[src/rtl/nrd_pkg.sv]
package nrd_pkg;

   localparam int unsigned NRD_OPC_W = 4;

   localparam logic [NRD_OPC_W-1:0] OPC_ADDR_LO  = 4'h0;
   localparam logic [NRD_OPC_W-1:0] OPC_ADDR_HI  = 4'h1;
   localparam logic [NRD_OPC_W-1:0] OPC_DATA_LO  = 4'h2;
   localparam logic [NRD_OPC_W-1:0] OPC_COMMIT   = 4'h3;
   localparam logic [NRD_OPC_W-1:0] OPC_READ     = 4'h4;
   localparam logic [NRD_OPC_W-1:0] OPC_READ_INC = 4'h5;

   typedef struct packed {
      logic set_alo;
      logic set_ahi;
      logic set_dlo;
      logic commit;
      logic read;
      logic bump;
   } nrd_dec_t;

endpackage

[src/rtl/nrd_decode.sv]
module nrd_decode
   import nrd_pkg::*;
#(
   parameter int unsigned NIB_W = 4
) (
   input  logic                 fire,
   input  logic [NRD_OPC_W-1:0] opcode,
   output nrd_dec_t             dec
);

   always_comb begin
      dec = '0;
      if (fire) begin
         unique case (opcode)
            OPC_ADDR_LO:  dec.set_alo = 1'b1;
            OPC_ADDR_HI:  dec.set_ahi = 1'b1;
            OPC_DATA_LO:  dec.set_dlo = 1'b1;
            OPC_COMMIT:   dec.commit  = 1'b1;
            OPC_READ:     dec.read    = 1'b1;
            OPC_READ_INC: begin
               dec.read = 1'b1;
               dec.bump = 1'b1;
            end
            default:      dec = '0;
         endcase
      end
   end

endmodule

[src/rtl/nrd_addr_hold.sv]
module nrd_addr_hold
   import nrd_pkg::*;
#(
   parameter int unsigned NIB_W        = 4,
   parameter bit          WRAP_IN_PAGE = 1'b1,
   localparam int unsigned ADDR_W      = 2 * NIB_W
) (
   input  logic              clk,
   input  logic              rst_n,
   input  nrd_dec_t          dec,
   input  logic [NIB_W-1:0]  payload,
   output logic [ADDR_W-1:0] addr,
   output logic [NIB_W-1:0]  dlo
);

   logic [ADDR_W-1:0] addr_next_inc;

   generate
      if (WRAP_IN_PAGE) begin : g_page_wrap
         assign addr_next_inc = {addr[ADDR_W-1:NIB_W], addr[NIB_W-1:0] + NIB_W'(1)};
      end else begin : g_full_carry
         assign addr_next_inc = addr + ADDR_W'(1);
      end
   endgenerate

   always_ff @(posedge clk) begin
      if (!rst_n) begin
         addr <= '0;
         dlo  <= '0;
      end else begin
         if (dec.set_alo) addr[NIB_W-1:0]      <= payload;
         if (dec.set_ahi) addr[ADDR_W-1:NIB_W] <= payload;
         if (dec.bump)    addr                 <= addr_next_inc;
         if (dec.set_dlo) dlo                  <= payload;
      end
   end

endmodule

[src/rtl/nrd_local_bank.sv]
module nrd_local_bank #(
   parameter int unsigned  ADDR_W     = 8,
   parameter int unsigned  DATA_W     = 8,
   parameter int unsigned  ID_ADDR    = 0,
   parameter int unsigned  ID_VALUE   = 8'hA6,
   parameter int unsigned  TEST_ADDR  = 8'h0F,
   parameter int unsigned  TEST_RESET = 0
) (
   input  logic              clk,
   input  logic              rst_n,
   input  logic [ADDR_W-1:0] addr,
   input  logic [DATA_W-1:0] wdata,
   input  logic              commit,
   input  logic [DATA_W-1:0] ext_rdata,
   output logic              hit_local,
   output logic [DATA_W-1:0] rdata
);

   localparam logic [ADDR_W-1:0] ID_A   = ADDR_W'(ID_ADDR);
   localparam logic [ADDR_W-1:0] TEST_A = ADDR_W'(TEST_ADDR);

   logic [DATA_W-1:0] scratch_q;
   logic              hit_id;
   logic              hit_test;

   assign hit_id    = (addr == ID_A);
   assign hit_test  = (addr == TEST_A);
   assign hit_local = hit_id | hit_test;

   always_ff @(posedge clk) begin
      if (!rst_n) begin
         scratch_q <= DATA_W'(TEST_RESET);
      end else if (commit && hit_test) begin
         scratch_q <= wdata;
      end
   end

   always_comb begin
      if (hit_id)        rdata = DATA_W'(ID_VALUE);
      else if (hit_test) rdata = scratch_q;
      else               rdata = ext_rdata;
   end

endmodule

[src/rtl/nrd_ret_buf.sv]
module nrd_ret_buf #(
   parameter int unsigned DATA_W = 8
) (
   input  logic              clk,
   input  logic              rst_n,
   input  logic              load,
   input  logic [DATA_W-1:0] load_data,
   input  logic              rsp_ready,
   output logic              rsp_valid,
   output logic [DATA_W-1:0] rsp_byte
);

   always_ff @(posedge clk) begin
      if (!rst_n) begin
         rsp_valid <= 1'b0;
         rsp_byte  <= '0;
      end else if (load) begin
         rsp_valid <= 1'b1;
         rsp_byte  <= load_data;
      end else if (rsp_ready) begin
         rsp_valid <= 1'b0;
      end
   end

endmodule

[src/rtl/nibreg_cmd_decoder.sv]
module nibreg_cmd_decoder
   import nrd_pkg::*;
#(
   parameter int unsigned NIB_W        = 4,
   parameter int unsigned ID_ADDR      = 0,
   parameter int unsigned ID_VALUE     = 8'hA6,
   parameter int unsigned TEST_ADDR    = 8'h0F,
   parameter int unsigned TEST_RESET   = 0,
   parameter bit          WRAP_IN_PAGE = 1'b1
) (
   input  logic       clk,
   input  logic       rst_n,
   input  logic       cmd_valid,
   output logic       cmd_ready,
   input  logic [7:0] cmd_byte,
   output logic       rsp_valid,
   input  logic       rsp_ready,
   output logic [7:0] rsp_byte,
   output logic       ext_we,
   output logic [7:0] ext_addr,
   output logic [7:0] ext_wdata,
   input  logic [7:0] ext_rdata
);

   localparam int unsigned CMD_W  = 2 * NIB_W;
   localparam int unsigned ADDR_W = 2 * NIB_W;
   localparam int unsigned DATA_W = 2 * NIB_W;

   generate
      if (CMD_W != 8) begin : g_bad_width
         $error("command byte must be 8 bits: NIB_W must be 4");
      end
      if (NRD_OPC_W != CMD_W - NIB_W) begin : g_bad_opc
         $error("opcode field width does not match the upper nibble");
      end
      if (ID_ADDR == TEST_ADDR) begin : g_bad_map
         $error("identification and scratch registers share one address");
      end
      if (ID_ADDR >= (1 << ADDR_W) || TEST_ADDR >= (1 << ADDR_W)) begin : g_bad_range
         $error("local register address outside the address space");
      end
   endgenerate

   logic                 fire;
   nrd_dec_t             dec;
   logic [NIB_W-1:0]     payload;
   logic [NRD_OPC_W-1:0] opcode;
   logic [ADDR_W-1:0]    addr_q;
   logic [NIB_W-1:0]     dlo_q;
   logic [DATA_W-1:0]    wbyte;
   logic                 hit_local;
   logic [DATA_W-1:0]    rd_mux;

   assign cmd_ready = ~rsp_valid;
   assign fire      = cmd_valid & cmd_ready;
   assign payload   = cmd_byte[NIB_W-1:0];
   assign opcode    = cmd_byte[CMD_W-1:NIB_W];
   assign wbyte     = {payload, dlo_q};

   nrd_decode #(.NIB_W(NIB_W)) u_dec (
      .fire   (fire),
      .opcode (opcode),
      .dec    (dec)
   );

   nrd_addr_hold #(.NIB_W(NIB_W), .WRAP_IN_PAGE(WRAP_IN_PAGE)) u_hold (
      .clk     (clk),
      .rst_n   (rst_n),
      .dec     (dec),
      .payload (payload),
      .addr    (addr_q),
      .dlo     (dlo_q)
   );

   nrd_local_bank #(
      .ADDR_W     (ADDR_W),
      .DATA_W     (DATA_W),
      .ID_ADDR    (ID_ADDR),
      .ID_VALUE   (ID_VALUE),
      .TEST_ADDR  (TEST_ADDR),
      .TEST_RESET (TEST_RESET)
   ) u_bank (
      .clk       (clk),
      .rst_n     (rst_n),
      .addr      (addr_q),
      .wdata     (wbyte),
      .commit    (dec.commit),
      .ext_rdata (ext_rdata),
      .hit_local (hit_local),
      .rdata     (rd_mux)
   );

   nrd_ret_buf #(.DATA_W(DATA_W)) u_ret (
      .clk       (clk),
      .rst_n     (rst_n),
      .load      (dec.read),
      .load_data (rd_mux),
      .rsp_ready (rsp_ready),
      .rsp_valid (rsp_valid),
      .rsp_byte  (rsp_byte)
   );

   assign ext_we    = dec.commit & ~hit_local;
   assign ext_addr  = addr_q;
   assign ext_wdata = wbyte;

endmodule

[config.mk]
export PLATFORM = sky130hd
export DESIGN_NAME = nibreg_cmd_decoder
export DESIGN_NICKNAME = d
export VERILOG_FILES = /design/src/rtl/nrd_pkg.sv /design/src/rtl/nrd_decode.sv /design/src/rtl/nrd_addr_hold.sv /design/src/rtl/nrd_local_bank.sv /design/src/rtl/nrd_ret_buf.sv /design/src/rtl/nibreg_cmd_decoder.sv
export SDC_FILE = /design/constraint.sdc
export NUM_CORES = 1
export LEC_CHECK = 0
export BUFFER_PORTS_ARGS = -buffer_cell sky130_fd_sc_hd__buf_2
export CAP_MARGIN = 20
export CORE_MARGIN = 3
export CORE_UTILIZATION = 35
export CTS_BUF_LIST = sky130_fd_sc_hd__clkbuf_4
export CTS_CLUSTER_DIAMETER = 100
export DETAILED_ROUTE_END_ITERATION = 8
export PLACE_DENSITY = 0.63
export SYNTH_ARGS = -nofsm -noshare
export SYNTH_HDL_FRONTEND = slang
export SYNTH_HIERARCHICAL = 1
export SYNTH_SLANG_ARGS = --single-unit
[constraint.sdc]
create_clock -name clk -period 2.2 [get_ports clk]
set_input_delay 0.11 -clock clk [delete_from_list [all_inputs] [get_ports clk]]
set_output_delay 0.11 -clock clk [all_outputs]
set_load 0.02 [all_outputs]
==> impl_metrics.csv <==
group,metric,value,unit
run_status,status,"completed",
grt,groute.usage.overall,14.1,%
place,io_buffers,46,
timing,worstMarginPinSlew,0.392,ns
synth,synthFlopType,"dfxtp_1",
synth,synth_edf_count,0,
timing,finalSetupViolCount,0,
place,hpwl,2490,um
detailed_routing,antenna_left,0,
grt,use_met2,21.6,%
grt,use_met3,5.22,%
worst_hold_path,min_path_type,"in2reg",
detailed_routing,drc,0,
grt,grt_pass1_wl,5460,um
timing,skew,0.00764,ns
detailed_routing,via_per_inst,4.84,
synth,yosys-top-cells-count,"dfxtp_1 (29), nand2_1 (25), mux2i_1 (21)",
die,die-area,0.00480,sq mm
pwr,clkPwrFrac,31.6,%
clocking,ctsHoldBuffers,0,
final_layout,drive_gt1_share,31.7,%
grt,top_usage_layer,"met2",
clocking,htreeDepth,2,
synth,ys_warn_count,6,
pwr,p_leak,0.715,nW
grt,antenna_found_initial,0,
worst_setup_path,crit_arrival,1.91,ns
synth,ys_seq_area_share,41.4,%
clocking,cts_tree,"built",
grt,grt_overflow,0,
clocking,cts_root_buf,"clkbuf_4",
timing,post-route-period-util,91.7,%
synth,syn-num-nets,175,
clocking,clockBufferDepth,2,
worst_setup_path,crit_type,"reg2out",
synth,netlist_area,0.00140,sq mm
grt,grt_util_met1,18.3,%
pwr,p_sw_share,26.8,%
worst_setup_path,crit_path_max_fanout,7,
detailed_routing,num_vias,1211,
synth,syn_area_per_cell,9.10,sq um
detailed_routing,drt_iter0_drc,47,
timing,hold_viol_final,0,
worst_setup_path,worstPathRequired,2.09,ns
pwr,sequentialPowerShare,56.7,%
grt,grt_start_max_net_pins,27,
clocking,cts_resized,0,
run,cap_viol_max_count,0,
final_layout,final_core_util,45.3,%
pwr,internal_power,693,uW
synth,syn_inst,154,
die,fp.dieW,69.3,um
synth,yosys-top-cells-area,"dfxtp_1 (41%), mux2i_1 (15%), nand2_1 (6.7%), nor2b_1 (5.4%), nor2_1 (2.9%)",
pwr,ir_worst_vdd,0.173,mV
synth,post-synth-top-count-cell,"dfxtp_1",
worst_setup_path,worstSetupEndpointType,"output port",
final_layout,finalNetCount,222,
synth,ys_ff_latch,29,
detailed_routing,wire_per_inst,13.2,um
die,core,0.00377,sq mm
die,ios,47,
pwr,cellPowerDensity,554,mW/mm^2
place,place_congestion,0.775,
die,start_util,37.2,%
synth,synth-async-reset-ratio,0,%
final_layout,antenna_cells,0,
die,placementRows,22,
synth,synth.top_cell.area_share,41.4,%
detailed_routing,finalWirelength,3300,um
pwr,power.switching,253,uW
clocking,clock_latency,0.33,ns
clocking,cts_setup_buffers,0,
timing,fin_crit,2.02,ns
timing,finalSetupTns,0,ns
clocking,clk_pin_slew,0.10,ns
timing,fmax,0.496,GHz
timing,rsz0062_at_grt,"false",
timing,relSlewSlack,73.9,%
grt,grt_pass1_vias,1163,
timing,drv_slew,0,
clocking,numCtsBuffers,5,
pwr,power_frac_comb,11.7,%
final_layout,syn2layout_area_growth,21.9,%
synth,synth_top_area_cell,"dfxtp_1",
die,die_h,69.3,um
detailed_routing,dr.pass1.iters,4,
clocking,clock_sinks,29,
worst_setup_path,start_kind,"flip-flop",
synth,synth_cell_types,35,
-- through the flow --
step	power, mW	worst slack [ns]	cells	area, sq um	hold slack [ns]
2_1_floorplan	0.620	0.321	154	1400	0.228
3_3_place_gp	0.660	0.432	242	1660	0.409
3_5_place_dp	0.660	0.370	242	1660	0.412
4_1_cts	0.958	0.173	250	1710	0.0516
5_1_grt	0.993	0.0710	250	1710	0.0625
6_report	0.946	0.183	250	1710	0.0659
-- state kept, by name, indices dropped and copies added, names as in the netlist --
signal,flops
u_bank/scratch_q,8
u_hold/addr,8
u_ret/rsp_byte,8
u_hold/dlo,4
u_ret/rsp_valid,1
-- worst max-delay path, cell delays in order, from the launching register on --
cell and delay (ns):
dfxtp_1 0.39, or4_1 0.54, a21o_2 0.27, inv_1 0.18, nor2b_4 0.05, buf_2 0.15
-- power by group through the flow --
| stage | clock network, mW | logic (mW) | registers, mW |
|---|---|---|---|
| 4_1_cts | 0.310 | 0.112 | 0.537 |
| 3_5_place_dp | 0 | 0.111 | 0.549 |
| 6_report | 0.299 | 0.111 | 0.537 |
| 2_1_floorplan | 0 | 0.0637 | 0.556 |
| 3_3_place_gp | 0 | 0.111 | 0.549 |
| 5_1_grt | 0.334 | 0.122 | 0.538 |
-- routing by layer --
| layer | share of wire, % | vias to the layer above |
|---|---|---|
| met2 | 47 | 32 |
| met5 | 0 | - |
| met1 | 46 | 560 |
| li1 | - | 615 |
| met3 | 6.0 | 4 |
| met4 | 0.70 | 0 |
-- cell type report --
class / instances / area (sq um)
Clock buffer: 5 / 37.5
Clock inverter: 3 / 12.5
Fill cell: 384 / 2060
Inverter: 6 / 22.5
Multi-Input combinational cell: 109 / 734
Sequential cell: 29 / 581
Tap cell: 48 / 60.1
Timing Repair Buffer: 50 / 260
-- logic make-up (layout without fill, tap and decap cells) --
logic type / after synthesis / count (layout) / synth area share (%)
adders and majority gates: 1 / 1 / 0.893
muxes: 22 / 22 / 15.8
buffers and inverters: 16 / 64 / 6.16
and+or+nand+nor: 66 / 66 / 25.2
DFF: 29 / 29 / 41.4
AOI/OAI and AO/OA: 20 / 20 / 10.5
-- final timing paths --
| check | start | to | slack [ns] | depth (start not counted) |
|---|---|---|---|---|
| max | u_hold/addr[0] | ext_we | 0.18 | 5 |
| min | cmd_byte[1] | u_hold/addr[5] | 0.07 | 3 |
| max reg2reg | u_ret/rsp_valid | u_bank/scratch_q[3] | 0.33 | 7 |
| min reg2reg | u_bank/scratch_q[7] | u_bank/scratch_q[7] | 0.47 | 2 |
-- placed cells by master, fill, tap and decap left out, types with 2 or more instances in the layout --
cell type and n:
a21oi_1 5, a22o_1 4, buf_2 46, buf_4 4, clkbuf_4 5, clkinv_1 2
dfxtp_1 29, inv_1 6, mux2i_1 21, nand2_1 25, nand2b_1 2, nand3_1 2
nor2_1 11, nor2b_1 12, nor3_1 3, o22a_1 4
(Power assumes the default switching activity.)
